[config.mk]
export PLATFORM = sky130hd
export DESIGN_NAME = serial_boot_loader
export DESIGN_NICKNAME = d
export VERILOG_FILES = /design/src/rtl/serial_boot_loader.sv
export SDC_FILE = /design/constraint.sdc
export NUM_CORES = 1
export LEC_CHECK = 0
export BUFFER_PORTS_ARGS = -buffer_cell sky130_fd_sc_hd__buf_2
export CAP_MARGIN = 0
export CORE_AREA = 2 2 55 83
export DETAILED_ROUTE_END_ITERATION = 16
export DIE_AREA = 0 0 57 85
export HOLD_SLACK_MARGIN = 0.12
export PLACE_DENSITY = 0.71
export REMOVE_ABC_BUFFERS = 1
export SLEW_MARGIN = 30
export SYNTH_ARGS = -nofsm -noshare
export SYNTH_HDL_FRONTEND = slang
export SYNTH_SLANG_ARGS = --single-unit
[constraint.sdc]
create_clock -name clk -period 2.9 [get_ports clk]
set_clock_uncertainty 0.1 [all_clocks]
set_input_delay 0.435 -clock clk [delete_from_list [all_inputs] [get_ports clk]]
set_output_delay 0.435 -clock clk [all_outputs]
set_load 0.005 [all_outputs]
[src/rtl/serial_boot_loader.sv]
module serial_boot_loader #(
  parameter int CLKS_PER_BIT = 192,
  parameter int LOAD_BYTES   = 255,
  parameter int ADDR_W       = 8
) (
  input  logic              clk,
  input  logic              rst_n,
  input  logic              boot_strap,
  input  logic              rx,
  output logic [ADDR_W-1:0] mem_addr,
  output logic [7:0]        mem_wdata,
  output logic              mem_we,
  output logic              cpu_hold
);
  localparam int CW = $clog2(CLKS_PER_BIT);
  localparam logic [CW-1:0] HALF_M1 = CW'(CLKS_PER_BIT / 2 - 1);
  localparam logic [CW-1:0] FULL_M1 = CW'(CLKS_PER_BIT - 1);
  localparam logic [ADDR_W-1:0] LAST = ADDR_W'(LOAD_BYTES - 1);

  typedef enum logic [1:0] {RX_IDLE, RX_START, RX_DATA, RX_STOP} rx_t;

  logic              loading, finish, byte_ok;
  logic [1:0]        rx_sync;
  rx_t               rx_st;
  logic [CW-1:0]     tick;
  logic [2:0]        bit_n;
  logic [7:0]        shreg;
  logic [ADDR_W-1:0] wr_idx;
  logic              rx_s;

  assign rx_s     = rx_sync[1];
  assign cpu_hold = loading;

  always_ff @(posedge clk) begin
    if (!rst_n) rx_sync <= 2'b11;
    else        rx_sync <= {rx_sync[0], rx};
  end

  always_ff @(posedge clk) begin
    if (!rst_n || !loading) begin
      rx_st   <= RX_IDLE;
      tick    <= '0;
      bit_n   <= '0;
      shreg   <= '0;
      byte_ok <= 1'b0;
    end else begin
      byte_ok <= 1'b0;
      case (rx_st)
        RX_IDLE: if (!rx_s) begin
          rx_st <= RX_START;
          tick  <= '0;
        end
        RX_START: begin
          if (rx_s) rx_st <= RX_IDLE;
          else if (tick == HALF_M1) begin
            rx_st <= RX_DATA;
            tick  <= '0;
            bit_n <= '0;
          end else tick <= tick + 1'b1;
        end
        RX_DATA: begin
          if (tick == FULL_M1) begin
            tick  <= '0;
            shreg <= {rx_s, shreg[7:1]};
            bit_n <= bit_n + 1'b1;
            if (bit_n == 3'd7) rx_st <= RX_STOP;
          end else tick <= tick + 1'b1;
        end
        default: begin
          if (tick == FULL_M1) begin
            tick    <= '0;
            rx_st   <= RX_IDLE;
            byte_ok <= 1'b1;
          end else tick <= tick + 1'b1;
        end
      endcase
    end
  end

  always_ff @(posedge clk) begin
    if (!rst_n) begin
      loading   <= boot_strap;
      finish    <= 1'b0;
      wr_idx    <= '0;
      mem_we    <= 1'b0;
      mem_addr  <= '0;
      mem_wdata <= '0;
    end else begin
      mem_we <= 1'b0;
      if (finish) begin
        loading <= 1'b0;
        finish  <= 1'b0;
      end else if (loading && byte_ok) begin
        mem_we    <= 1'b1;
        mem_addr  <= wr_idx;
        mem_wdata <= shreg;
        wr_idx    <= wr_idx + 1'b1;
        finish    <= (wr_idx == LAST);
      end
    end
  end


  we_pulse_chk: assert property (@(posedge clk) disable iff (!rst_n)
    mem_we |=> !mem_we);


  we_addr_range_chk: assert property (@(posedge clk) disable iff (!rst_n)
    mem_we |-> (mem_addr <= LAST));


  release_after_last_chk: assert property (@(posedge clk) disable iff (!rst_n)
    $fell(cpu_hold) |-> ($past(mem_we) && $past(mem_addr) == LAST));


  no_write_released_chk: assert property (@(posedge clk) disable iff (!rst_n)
    !cpu_hold |-> !mem_we);


  hold_never_rises_chk: assert property (@(posedge clk) disable iff (!rst_n)
    !$rose(cpu_hold));
endmodule

==> results by group <==
Critical path
  • Register-to-register setup slack: about 1 ns
  • Setup crit end kind: register
  • Type of the worst setup path: reg2reg
  • Arrival time of the worst setup path: approximately 2.0 ns
  • Crit path max fanout: 12
  • Startpoint types: register
  • Slowest cell on crit path: nor3_4
  • Required time of the critical path: 3.00 ns
  • Crit-path cells: ha_1, nand4_4, nor3_4, mux2i_1, nor2_1
  • Max stage delay on crit path: 0.55 ns

CTS
  • CTS tree: done
  • H-Tree Level Count: 2
  • CTS Root Cell: clkbuf_8
  • Clk slew on worst S/H paths: ~0.090 ns
  • PostCTS Resize Cnt: 0
  • CTS Hold Bufs: 0
  • Clock buffer depth: 2
  • Num Clock Sinks: approximately 50
  • Clock Latency Late Sink: ~0.3 ns
  • Number of setup buffers added after CTS: 0
  • Inserted Clock Buffers: 5

STA
  • RSZ-0062 raised after global routing: false
  • Fin crit share: 65.8%
  • Setup TNS Final: 0 ns
  • Max Slew Vio Count: 0
  • Final Hold Viols: 0
  • Final setup violation count: 0
  • Achievable Freq: 0.524 GHz
  • Slew headroom: a little over half
  • Worst Max-Slew Pin Slew: 0.713 ns
  • Fin worst setup slack: 0.993 ns
  • Min Tclk post-route: between 1.5 and 2 ns

Logic synthesis
  • Synth Cell Area: approximately 2100 sq um
  • Primary FF master, synth: dfxtp_1
  • Number of synthesized flops with an enable pin: 1
  • Area leader, netlist: dfxtp_1
  • Yosys top cell area share: a little under half
  • Post-synthesis cell count: around 230
  • Warnings from Yosys: 0
  • Avg Cell Area, Syn: 9.44 sq um
  • Synth cell count leaders: dfxtp_1 (50), nand2_1 (45), a21boi_0 (18)
  • Synth cell types: 39
  • Most frequent cell after synthesis: dfxtp_1
  • Register area share after synthesis: 48.3%
  • Seq cells post-synth: ~50
  • Synth area leaders: dfxtp_1 (47%), nand2_1 (7.9%), a21boi_0 (6.3%), mux2i_1 (4.7%), nor2_1 (3.0%)
  • Fraction of registers with async set/reset: 0%

Route
  • Via count: 1570
  • Detailed Routing Iterations Pass 1: 4
  • WL/cell: 12.7 um
  • Drt drc: 0
  • Drt total wl: 3740 um
  • DR vias/cell: 5.34
  • Drt initial violations: 66
  • Post-detailed-route count of antenna-violating nets: 0

GRT
  • First-pass GRT wire length: 6670 um
  • Vias in the first global route: 1577
  • Pin count of the biggest net entering global routing: 32
  • Initial antenna violation count: 0
  • Gr ovfl total: 0
  • GRT Resource Usage Total: 17.4%

Layout
  • Final Util: about 58%
  • Filler Cells Inserted: 388
  • Area growth, synth to finish: 12.1%
  • Diodes inserted: 0
  • Net count reported at finish: between 200 and 300
  • Share of post-route cells with drive strength above 1: 14.9%

Placement
  • I/O Buffers: 21
  • Gpl congestion: a little under 0.8
  • Dpl hpwl: 2680 um
  • Dpl ws: between 0.9 and 1 ns

Floorplanning
  • Boundary Pins: 22
  • DIE HEIGHT: 85 um
  • Die Wd: 57 um
  • Core Area: 4140 sq um
  • Die Area: 4850 sq um
  • Std-Cell Rows: 29
  • Initial core utilization: approximately half

Pwr
  • Max rail drop VDD: around 0.6 mV
  • Pwr/cell area: between 500 and 600 nW/um^2
  • P_leak: 0.905 nW
  • Power Total: 1.26 mW

Flow run
  • Max Cap Viol: 0

Outcome
  • Run status: complete, no violations

Min path
  • Hold Crit Class: in2reg
[per-layer routing]
layer	part of all wire, %	GRT usage (%)	vias to the layer above	wire, um
met5	0	0	-	0
met4	2.1	7.61	0	79
met3	2.6	3.66	6	96
met2	53	32.6	19	1990
met1	42	17.9	742	1570
li1	-	-	803	-
[critical path, delay by kind of cell (launching register included)]
family	cells	cell delay, ns
adder cells (fa/ha/maj)	1	0.26
flip-flops	1	0.39
multiplexers	1	0.25
AND/OR/NAND/NOR	3	0.80
[logic make-up after synthesis]
logic type	Yosys count	share of synthesized area, %
xor gates and xnor gates	11	4.51
adders and majority gates	5	2.93
AOI/OAI and AO/OA	30	10.8
muxes	10	4.69
and+or+nand+nor	104	25.6
buffers and inverters	15	3.17
DFF	51	48.3
[through the flow]
stage,hold WS [ns],std cells,instance area [sq um]
floorplan,0.286,216,2090
global placement,0.299,286,2270
detailed placement,0.312,286,2270
CTS,0.194,294,2390
global route,0.204,294,2390
finish,0.202,294,2390
[sequential cells by signal, summed over array words and instances (netlist names)]
signal / flops
mem_we: 1
rx_st: 2
mem_wdata: 8
finish: 1
cpu_hold: 1
byte_ok: 1
rx_sync: 2
tick: 8
shreg: 8
mem_addr: 8
bit_n: 3
wr_idx: 8
[power breakdown]
group / switching [mW] / internal, mW / leakage, nW
Combinational: 0.0170 / 0.0117 / 0.430
Clock: 0.237 / 0.284 / 0.0618
Sequential: 0.00319 / 0.705 / 0.413
Total: 0.257 / 1.00 / 0.905
[cell usage in the layout (no fill, tap or decap), types with 2 or more instances in the layout]
cell type / n
a21boi_0: 18
and2_1: 8
buf_2: 21
buf_4: 3
clkbuf_8: 6
dfxtp_1: 50
ha_1: 5
inv_1: 5
mux2i_1: 10
nand2_1: 45
nand2b_1: 5
nand3_1: 4
nand3b_1: 2
nand4_1: 5
nand4b_1: 2
nor2_1: 17
nor2b_1: 2
nor3_1: 4
o21ai_0: 5
xnor2_1: 7
xor2_1: 4
[worst paths after layout]
check | end | from | cells after the start
worst max-delay path | shreg[1] | tick[0] | 5
worst min register to register | rx_sync[1] | rx_sync[0] | 1
worst max register to register | shreg[1] | tick[0] | 5
worst min-delay path | rx_sync[0] | rx | 2
[area by class of cell]
class	count	area (sq um)	area share [%]
Inverter	5	18.8	0.785
Timing Repair Buffer	24	128	5.33
Multi-Input combinational cell	160	1040	43.3
Clock buffer	6	82.6	3.45
Tap cell	46	57.6	2.41
Clock inverter	2	38.8	1.62
Sequential cell	51	1030	43.1
Note: power is estimated with default switching activity, not from simulation.
